===== src/rtl/ddr_init_pkg.sv =====
package ddr_init_pkg;

   // Command code order: {cs_n, ras_n, cas_n, we_n}
   localparam logic [3:0] CMD_NOP = 4'b0111;
   localparam logic [3:0] CMD_PRE = 4'b0010;
   localparam logic [3:0] CMD_REF = 4'b0001;
   localparam logic [3:0] CMD_LMR = 4'b0000;

   typedef enum logic [3:0] {
      ST_PWRUP   = 4'd0,
      ST_CKE     = 4'd1,
      ST_PREA1   = 4'd2,
      ST_EMRS    = 4'd3,
      ST_MRS_DLL = 4'd4,
      ST_PREA2   = 4'd5,
      ST_REF     = 4'd6,
      ST_MRS_OP  = 4'd7,
      ST_SETTLE  = 4'd8,
      ST_DONE    = 4'd9
   } init_step_e;

endpackage


===== src/rtl/ddr_init_downcnt.sv =====
module ddr_init_downcnt #(
   parameter int unsigned W       = 8,
   parameter logic [W-1:0] RST_VAL = '0
) (
   input  logic         clk,
   input  logic         rst_n,
   input  logic         load,
   input  logic [W-1:0] load_val,
   output logic         zero
);

   logic [W-1:0] cnt_q;

   always_ff @(posedge clk or negedge rst_n) begin
      if (!rst_n) begin
         cnt_q <= RST_VAL;
      end else if (load) begin
         cnt_q <= load_val;
      end else if (cnt_q != '0) begin
         cnt_q <= cnt_q - 1'b1;
      end
   end

   assign zero = (cnt_q == '0);

endmodule


===== src/rtl/ddr_init_cmdgen.sv =====
module ddr_init_cmdgen
   import ddr_init_pkg::*;
#(
   parameter int unsigned ADDR_W      = 12,
   parameter int unsigned BANK_W      = 2,
   parameter int unsigned CNT_W       = 16,
   parameter int unsigned T_RP        = 4,
   parameter int unsigned T_RFC       = 14,
   parameter int unsigned T_MRD       = 2,
   parameter int unsigned AP_BIT      = 8,
   parameter int unsigned DLL_RST_BIT = 8,
   parameter logic [ADDR_W-1:0] MODE_WORD = '0,
   parameter logic [ADDR_W-1:0] EXT_WORD  = '0
) (
   input  init_step_e        step,
   input  logic              fire,
   output logic [3:0]        cmd_n,
   output logic [BANK_W-1:0] ba,
   output logic [ADDR_W-1:0] addr,
   output logic [CNT_W-1:0]  gap
);

   localparam logic [CNT_W-1:0] GAP_RP  = CNT_W'(T_RP - 1);
   localparam logic [CNT_W-1:0] GAP_RFC = CNT_W'(T_RFC - 1);
   localparam logic [CNT_W-1:0] GAP_MRD = CNT_W'(T_MRD - 1);
   localparam logic [BANK_W-1:0] BA_EXT = BANK_W'(1);

   logic [ADDR_W-1:0] ap_word;
   logic [ADDR_W-1:0] dll_rst_word;
   logic [ADDR_W-1:0] op_word;

   always_comb begin
      ap_word              = '0;
      ap_word[AP_BIT]      = 1'b1;
      dll_rst_word         = MODE_WORD;
      dll_rst_word[DLL_RST_BIT] = 1'b1;
      op_word              = MODE_WORD;
      op_word[DLL_RST_BIT] = 1'b0;
   end

   always_comb begin
      cmd_n = CMD_NOP;
      ba    = '0;
      addr  = '0;
      gap   = '0;
      if (fire) begin
         unique case (step)
            ST_PREA1, ST_PREA2: begin
               cmd_n = CMD_PRE;
               addr  = ap_word;
               gap   = GAP_RP;
            end
            ST_EMRS: begin
               cmd_n = CMD_LMR;
               ba    = BA_EXT;
               addr  = EXT_WORD;
               gap   = GAP_MRD;
            end
            ST_MRS_DLL: begin
               cmd_n = CMD_LMR;
               addr  = dll_rst_word;
               gap   = GAP_MRD;
            end
            ST_REF: begin
               cmd_n = CMD_REF;
               gap   = GAP_RFC;
            end
            ST_MRS_OP: begin
               cmd_n = CMD_LMR;
               addr  = op_word;
               gap   = GAP_MRD;
            end
            default: begin
               cmd_n = CMD_NOP;
               gap   = '0;
            end
         endcase
      end
   end

endmodule


===== src/rtl/ddr_init_seq.sv =====
module ddr_init_seq
   import ddr_init_pkg::*;
#(
   parameter int unsigned CLK_MHZ     = 200,
   parameter int unsigned PWRUP_US    = 200,
   parameter int unsigned ADDR_W      = 12,
   parameter int unsigned BANK_W      = 2,
   parameter int unsigned T_RP        = 4,
   parameter int unsigned T_RFC       = 14,
   parameter int unsigned T_MRD       = 2,
   parameter int unsigned N_REF       = 2,
   parameter int unsigned DLL_LOCK    = 200,
   parameter int unsigned AP_BIT      = 8,
   parameter int unsigned DLL_RST_BIT = 8,
   parameter logic [ADDR_W-1:0] MODE_WORD = 12'h032,
   parameter logic [ADDR_W-1:0] EXT_WORD  = 12'h000
) (
   input  logic              clk,
   input  logic              rst_n,
   output logic              cke,
   output logic [3:0]        cmd_n,
   output logic [BANK_W-1:0] ba,
   output logic [ADDR_W-1:0] addr,
   output logic              init_done
);

   localparam int unsigned PWRUP_CYC = CLK_MHZ * PWRUP_US;
   localparam int unsigned GAP_A   = (T_RP > T_RFC) ? T_RP : T_RFC;
   localparam int unsigned GAP_B   = (GAP_A > T_MRD) ? GAP_A : T_MRD;
   localparam int unsigned GAP_MAX = (GAP_B > PWRUP_CYC) ? GAP_B : PWRUP_CYC;
   localparam int unsigned CNT_W   = $clog2(GAP_MAX + 1);
   localparam int unsigned LOCK_W  = (DLL_LOCK > 1) ? $clog2(DLL_LOCK + 1) : 1;
   localparam int unsigned REF_W   = $clog2(N_REF + 1);
   localparam logic [CNT_W-1:0]  PWRUP_LOAD = CNT_W'(PWRUP_CYC - 1);
   localparam logic [REF_W-1:0]  REF_LOAD   = REF_W'(N_REF - 1);

   // elaboration-time parameter checks
   if (PWRUP_CYC < 1) begin : g_bad_pwrup
      $error("power-up wait must be at least one cycle");
   end
   if (N_REF < 2) begin : g_bad_nref
      $error("at least two refresh commands are required");
   end
   if (T_RP < 1 || T_RFC < 1 || T_MRD < 1) begin : g_bad_gap
      $error("command gaps must be at least one cycle");
   end
   if (AP_BIT >= ADDR_W || DLL_RST_BIT >= ADDR_W) begin : g_bad_bit
      $error("address bit position outside the address bus");
   end
   if (EXT_WORD[0] != 1'b0) begin : g_bad_ext
      $error("extended word must keep the DLL enabled");
   end
   if (BANK_W < 1) begin : g_bad_bank
      $error("bank select must be at least one bit wide");
   end

   init_step_e        step_q;
   logic [REF_W-1:0]  ref_left_q;
   logic              main_zero;
   logic              lock_zero;
   logic              fire;
   logic              lock_load;
   logic [CNT_W-1:0]  gap;

   assign fire = main_zero && (step_q != ST_SETTLE) && (step_q != ST_DONE);
   assign lock_load = fire && (step_q == ST_MRS_DLL);

   ddr_init_downcnt #(
      .W       (CNT_W),
      .RST_VAL (PWRUP_LOAD)
   ) u_gap_cnt (
      .clk      (clk),
      .rst_n    (rst_n),
      .load     (fire),
      .load_val (gap),
      .zero     (main_zero)
   );

   // variant: a lock timer only when a lock time is requested
   if (DLL_LOCK > 0) begin : g_lock
      ddr_init_downcnt #(
         .W       (LOCK_W),
         .RST_VAL ('0)
      ) u_lock_cnt (
         .clk      (clk),
         .rst_n    (rst_n),
         .load     (lock_load),
         .load_val (LOCK_W'(DLL_LOCK - 1)),
         .zero     (lock_zero)
      );
   end else begin : g_no_lock
      assign lock_zero = 1'b1;
   end

   ddr_init_cmdgen #(
      .ADDR_W      (ADDR_W),
      .BANK_W      (BANK_W),
      .CNT_W       (CNT_W),
      .T_RP        (T_RP),
      .T_RFC       (T_RFC),
      .T_MRD       (T_MRD),
      .AP_BIT      (AP_BIT),
      .DLL_RST_BIT (DLL_RST_BIT),
      .MODE_WORD   (MODE_WORD),
      .EXT_WORD    (EXT_WORD)
   ) u_cmdgen (
      .step  (step_q),
      .fire  (fire),
      .cmd_n (cmd_n),
      .ba    (ba),
      .addr  (addr),
      .gap   (gap)
   );

   always_ff @(posedge clk or negedge rst_n) begin
      if (!rst_n) begin
         step_q     <= ST_PWRUP;
         ref_left_q <= REF_LOAD;
      end else if (fire) begin
         unique case (step_q)
            ST_PWRUP:   step_q <= ST_CKE;
            ST_CKE:     step_q <= ST_PREA1;
            ST_PREA1:   step_q <= ST_EMRS;
            ST_EMRS:    step_q <= ST_MRS_DLL;
            ST_MRS_DLL: step_q <= ST_PREA2;
            ST_PREA2:   step_q <= ST_REF;
            ST_REF: begin
               if (ref_left_q == '0) begin
                  step_q <= ST_MRS_OP;
               end else begin
                  ref_left_q <= ref_left_q - 1'b1;
               end
            end
            ST_MRS_OP:  step_q <= ST_SETTLE;
            default:    step_q <= step_q;
         endcase
      end else if (step_q == ST_SETTLE && main_zero && lock_zero) begin
         step_q <= ST_DONE;
      end
   end

   assign cke       = (step_q != ST_PWRUP);
   assign init_done = (step_q == ST_DONE);

endmodule


===== config.mk =====
export PLATFORM = sky130hd
export DESIGN_NAME = ddr_init_seq
export DESIGN_NICKNAME = d
export VERILOG_FILES = /design/src/rtl/ddr_init_pkg.sv /design/src/rtl/ddr_init_downcnt.sv /design/src/rtl/ddr_init_cmdgen.sv /design/src/rtl/ddr_init_seq.sv
export SDC_FILE = /design/constraint.sdc
export NUM_CORES = 1
export LEC_CHECK = 0
export ABC_AREA = 1
export BUFFER_PORTS_ARGS = -buffer_cell sky130_fd_sc_hd__buf_2
export CAP_MARGIN = 30
export CORE_ASPECT_RATIO = 0.7
export CORE_MARGIN = 1.5
export CORE_UTILIZATION = 40
export CTS_CLUSTER_SIZE = 14
export DETAILED_ROUTE_END_ITERATION = 8
export PLACE_DENSITY = 0.62
export SETUP_SLACK_MARGIN = 0.05
export SYNTH_ARGS = -nofsm -noshare
export SYNTH_HDL_FRONTEND = slang
export SYNTH_SLANG_ARGS = --single-unit

===== constraint.sdc =====
create_clock -name clk -period 1.8 [get_ports clk]
set_clock_uncertainty 0.1 [all_clocks]
set_input_delay 0.18 -clock clk [delete_from_list [all_inputs] [get_ports clk]]
set_output_delay 0.18 -clock clk [all_outputs]
set_load 0.01 [all_outputs]

==> impl.org <==
** Critical path
- Worst R2R Setup Slack :: -0.10 ns
- STA puts the critical path data required time at 1.52 ns.
- Crit path arrival time :: 1.78 ns
- Reg2Reg Depth :: 14
- The critical path crosses 12 cells after its start point.
- Traced cell by cell, the critical path runs through inv_2, ha_4, nand3_4, nor2_4, nand2_4, clkinv_4, nand2_8, nor2_4, nand2_2, nand3_2, nand2_1, buf_2.
- Setup crit end kind :: primary output
- Category of the worst setup path launch point :: flop
- Count of buffering cells on the critical path with inverters included :: 3
- Worst path max stage delay :: 0.54 ns
- The worst register-to-register path ends at step_q[3]$_DFFE_PN0P_.
- The startpoint identified for the worst register-to-register timing path is u_gap_cnt.cnt_q[1]$_DFFE_PN1P_.
- Along the worst path, the maximum fanout reaches 4.
- Slowest cell on crit path :: sky130_fd_sc_hd__dfstp_2
- Worst setup path class :: flop to primary output
- In this design, the critical path's most frequently occurring cell is sky130_fd_sc_hd__nor2_4.
- Cell family with most CP delay :: flip-flops

** Timing
- Final setup violating endpoints :: 15
- Least setup slack across all paths after layout :: -0.260 ns
- Top achievable clock speed :: 0.485 GHz
- In this run the tightest slew margin relative to its limit is 53.6%.
- Setup repair after global routing missed its margin :: true
- In the finished design, the share of the clock period the worst path needs comes to 114%.
- Number of hold-slack violations in the final timing report :: 0
- At the pin with the least slew margin, the transition time is 0.696 ns.
- The smallest clock period supported by the final layout is computed as 2.06 ns.
- The number of pins exceeding their max-slew limit in the final report is 0.

** Final layout
- Util after Layout :: 52.9%
- Area taken by multi-input logic gates :: 0.00135 mm^2
- In the final layout, flip-flops and latches occupy 768 um^2.
- Number of nets in the final layout :: 357
- In the final layout, the share of cells above drive strength 1 is 37.6%.
- 0 antenna diodes ended up in the layout.
- Post-route non-filler standard cell count :: 423
- Number of inserted filler cells in the final layout :: 507
- From synthesis to final layout, the design area changed by 26.3%.

** Floorplan
- The core region is 0.00531 mm^2.
- Width of the chip :: 92.1 um
- Boundary Pins :: 22
- After floorplanning, the core was divided into 22 placement rows.
- Measured along the y axis, the die boundary spans 65.4 um.
- The die covers 0.00603 mm^2.
- Starting utilization of the core area :: 41.9%

** Yosys
- After synthesis, the mean cell area works out to 7.25 um^2.
- Part of the Yosys area used for sequential elements :: 34.4%
- Area leader, netlist :: sky130_fd_sc_hd__dfrtp_1
- Yosys mapped the design onto 28 distinct sky130hd cell types.
- Dominant synthesized flop cell :: sky130_fd_sc_hd__dfrtp_1
- Netlist Area Pre-Place :: 0.00222 mm^2
- In this run, synthesis inferred 0 flip-flops with an integrated enable.
- Most frequent cells after synthesis :: 68 x sky130_fd_sc_hd__nand2_1, 44 x sky130_fd_sc_hd__inv_1, 38 x sky130_fd_sc_hd__nor2_1
- Yosys top cell area share :: 21.4%
- Most frequently used cell type in the post-synthesis netlist :: sky130_fd_sc_hd__nand2_1
- Number of warnings reported in the yosys synthesis log :: 0
- By area the synthesized netlist is led by sky130_fd_sc_hd__dfrtp_1 21%, sky130_fd_sc_hd__dfstp_2 13%, sky130_fd_sc_hd__nand2_1 11%.
- Proportion of synthesized flip-flops having asynchronous set or reset :: 100%
- After technology mapping, the gate count stands at 307.
- Register bit total from synthesis :: 30

** Drt
- In the routed design, unresolved DRC markers number 0.
- The routed layout has 1936 vias.
- Via-to-Cell Ratio :: 4.58
- Post-DR wirelength/cell :: 11.5 um
- Number of DRC markers after the initial detailed-route iteration :: 103
- The final layout contains routed wiring with a total length of 4870 um.
- First-pass iteration count of the detailed router :: 4
- In this run the remaining antenna-violating nets after routing total 0.

** Power
- Net load switching power :: 305 uW
- Internal power comes to 985 uW.
- Power density relative to cell area :: 459 mW/mm^2
- Design Power :: 1.29 mW
- Sequential share of power :: 52.4%
- Part of the power in combinational logic :: 1.9%
- The clock network is responsible for 45.7% of the overall power.
- In this run the static leakage power is 1.49 nW.
- Worst voltage drop across the vdd grid :: 0.263 mV
- Of the total power, the share spent switching nets is 23.6%.

** Clock tree
- The tree is rooted in a sky130_fd_sc_hd__clkbuf_8.
- Counting every sink on the clock net gives 30.
- The clock passes through at most 2 buffers.
- CTS tree :: built
- Clock latency reported for the late side of the worst-skew pair :: 0.29 ns
- Clk slew on worst S/H paths :: 0.07 ns
- Clock tree synthesis inserted a total of 5 buffers.
- The H-tree was split into 2 levels.

** Global routing
- Tot GR Track Use :: 17.7%
- The initial antenna violation count was 0.
- The first global-routing pass estimated 8280 um of wire.
- Entering global routing, the biggest net connects 31 pins.
- Vias in the first global route :: 1763
- After global routing the overflow that remains totals 0.

** Place
- During placement, the flow inserted port buffers numbering 11.
- GP Congestion :: 0.855
- Detail Placement HPWL :: 3470 um
- Total instance count after detailed placement :: 395

** Min path
- The worst hold path belongs to the class primary input to asynchronous set/reset pin.

** Run
- Max-capacitance violation count :: 0

** Run status
- The run finished, with violations left.
- The final reports fail on negative setup slack.
-- placed cells by master (no fill, tap or decap), types with 2 or more instances in the layout --
cell type / instances
sky130_fd_sc_hd__nor3_2: 2
sky130_fd_sc_hd__buf_2: 7
sky130_fd_sc_hd__o21ai_0: 4
sky130_fd_sc_hd__xor2_1: 9
sky130_fd_sc_hd__inv_2: 12
sky130_fd_sc_hd__inv_1: 40
sky130_fd_sc_hd__nand4_1: 5
sky130_fd_sc_hd__dfrtp_1: 16
sky130_fd_sc_hd__a21oi_2: 4
sky130_fd_sc_hd__o21ai_1: 2
sky130_fd_sc_hd__nand3_4: 2
sky130_fd_sc_hd__nand2_2: 12
sky130_fd_sc_hd__a31oi_1: 2
sky130_fd_sc_hd__clkbuf_8: 6
sky130_fd_sc_hd__nor2_2: 7
sky130_fd_sc_hd__buf_6: 5
sky130_fd_sc_hd__ha_1: 3
sky130_fd_sc_hd__nor2_4: 17
sky130_fd_sc_hd__dfstp_2: 11
sky130_fd_sc_hd__nand3_2: 2
sky130_fd_sc_hd__nand2_1: 63
sky130_fd_sc_hd__xnor2_1: 2
sky130_fd_sc_hd__nand3_1: 20
sky130_fd_sc_hd__nand2_4: 5
sky130_fd_sc_hd__nor3_1: 6
sky130_fd_sc_hd__buf_4: 26
sky130_fd_sc_hd__conb_1: 10
sky130_fd_sc_hd__nor2_1: 33
sky130_fd_sc_hd__dfrtp_2: 3
sky130_fd_sc_hd__a21oi_1: 2
-- power by group through the flow --
stage	registers [mW]	clock network (mW)	logic, mW
finish	0.675	0.589	0.0249
global route	0.675	0.651	0.0296
CTS	0.675	0.608	0.0263
detailed placement	0.687	0	0.0246
global placement	0.687	0	0.0245
floorplan	0.687	0	0.0252
-- cell type report --
type	count	area share, %
sequential	30	27.3
multi-input combinational	220	48.0
clock buffer	6	2.94
inverter	54	7.48
timing repair buffer	39	10.6
clock inverter	2	0.445
tap	72	3.21
-- how the worst max path moves through the flow --
| stage | startpoint | to | slack [ns] |
|---|---|---|---|
| 5_1_grt | u_gap_cnt.cnt_q[0]$_DFFE_PN1P_ | cmd_n[0] | -0.35 |
| 3_5_place_dp | u_gap_cnt.cnt_q[1]$_DFFE_PN1P_ | cmd_n[0] | -0.009 |
| 4_1_cts | u_gap_cnt.cnt_q[0]$_DFFE_PN1P_ | cmd_n[0] | -0.28 |
| 2_1_floorplan | u_gap_cnt.cnt_q[1]$_DFFE_PN1P_ | addr[4] | 0.07 |
| 6_report | u_gap_cnt.cnt_q[1]$_DFFE_PN1P_ | cmd_n[0] | -0.26 |
| 3_3_place_gp | u_gap_cnt.cnt_q[1]$_DFFE_PN1P_ | cmd_n[0] | 0.03 |
-- per-stage QoR --
step	cell area (um^2)	setup slack (ns)	hold WS (ns)	TNS [ns]
6_report	2810	-0.260	0.372	-1.97
5_1_grt	2810	-0.352	0.430	-3.86
4_1_cts	2560	-0.284	0.404	-1.75
3_5_place_dp	2400	-0.00865	0.177	-0.00865
3_3_place_gp	2400	0.0349	0.175	0
2_1_floorplan	2290	0.0695	-0.216	0
-- flip-flops by register name (all words and copies together), names as in the netlist --
register,cells
g_lock.u_lock_cnt.cnt_q,8
u_gap_cnt.cnt_q,16
step_q,4
ref_left_q,2
-- timing repair --
action | 4_1_cts | 5_1_grt
resized for setup | 4 | 38
hold buffers | 1 | 0
setup endpoints to repair | 8 | 35
endpoints found under the hold margin | 19 | 0
setup buffers | 6 | 15
pin swaps | 5 | 26
-- cells by family (layout without fill, tap and decap cells) --
kind of cell,Yosys count,count (layout),synth area share [%]
AOI/OAI and AO/OA,16,16,3.71
xor gates and xnor gates,12,12,4.72
adders and majority gates,5,5,2.81
buffers and inverters,66,101,13.4
DFF,30,30,34.4
other,1,10,0.169
and+or+nand+nor,177,177,40.8
-- metal layers --
metal	GRT usage, %	up-vias	share of wire (%)
li1	-	998	-
met1	27.1	900	53
met2	23.2	34	42
met3	4.63	4	4.0
met4	6.54	0	1.3
met5	0	-	0
Note: power is estimated with default switching activity, not from simulation.
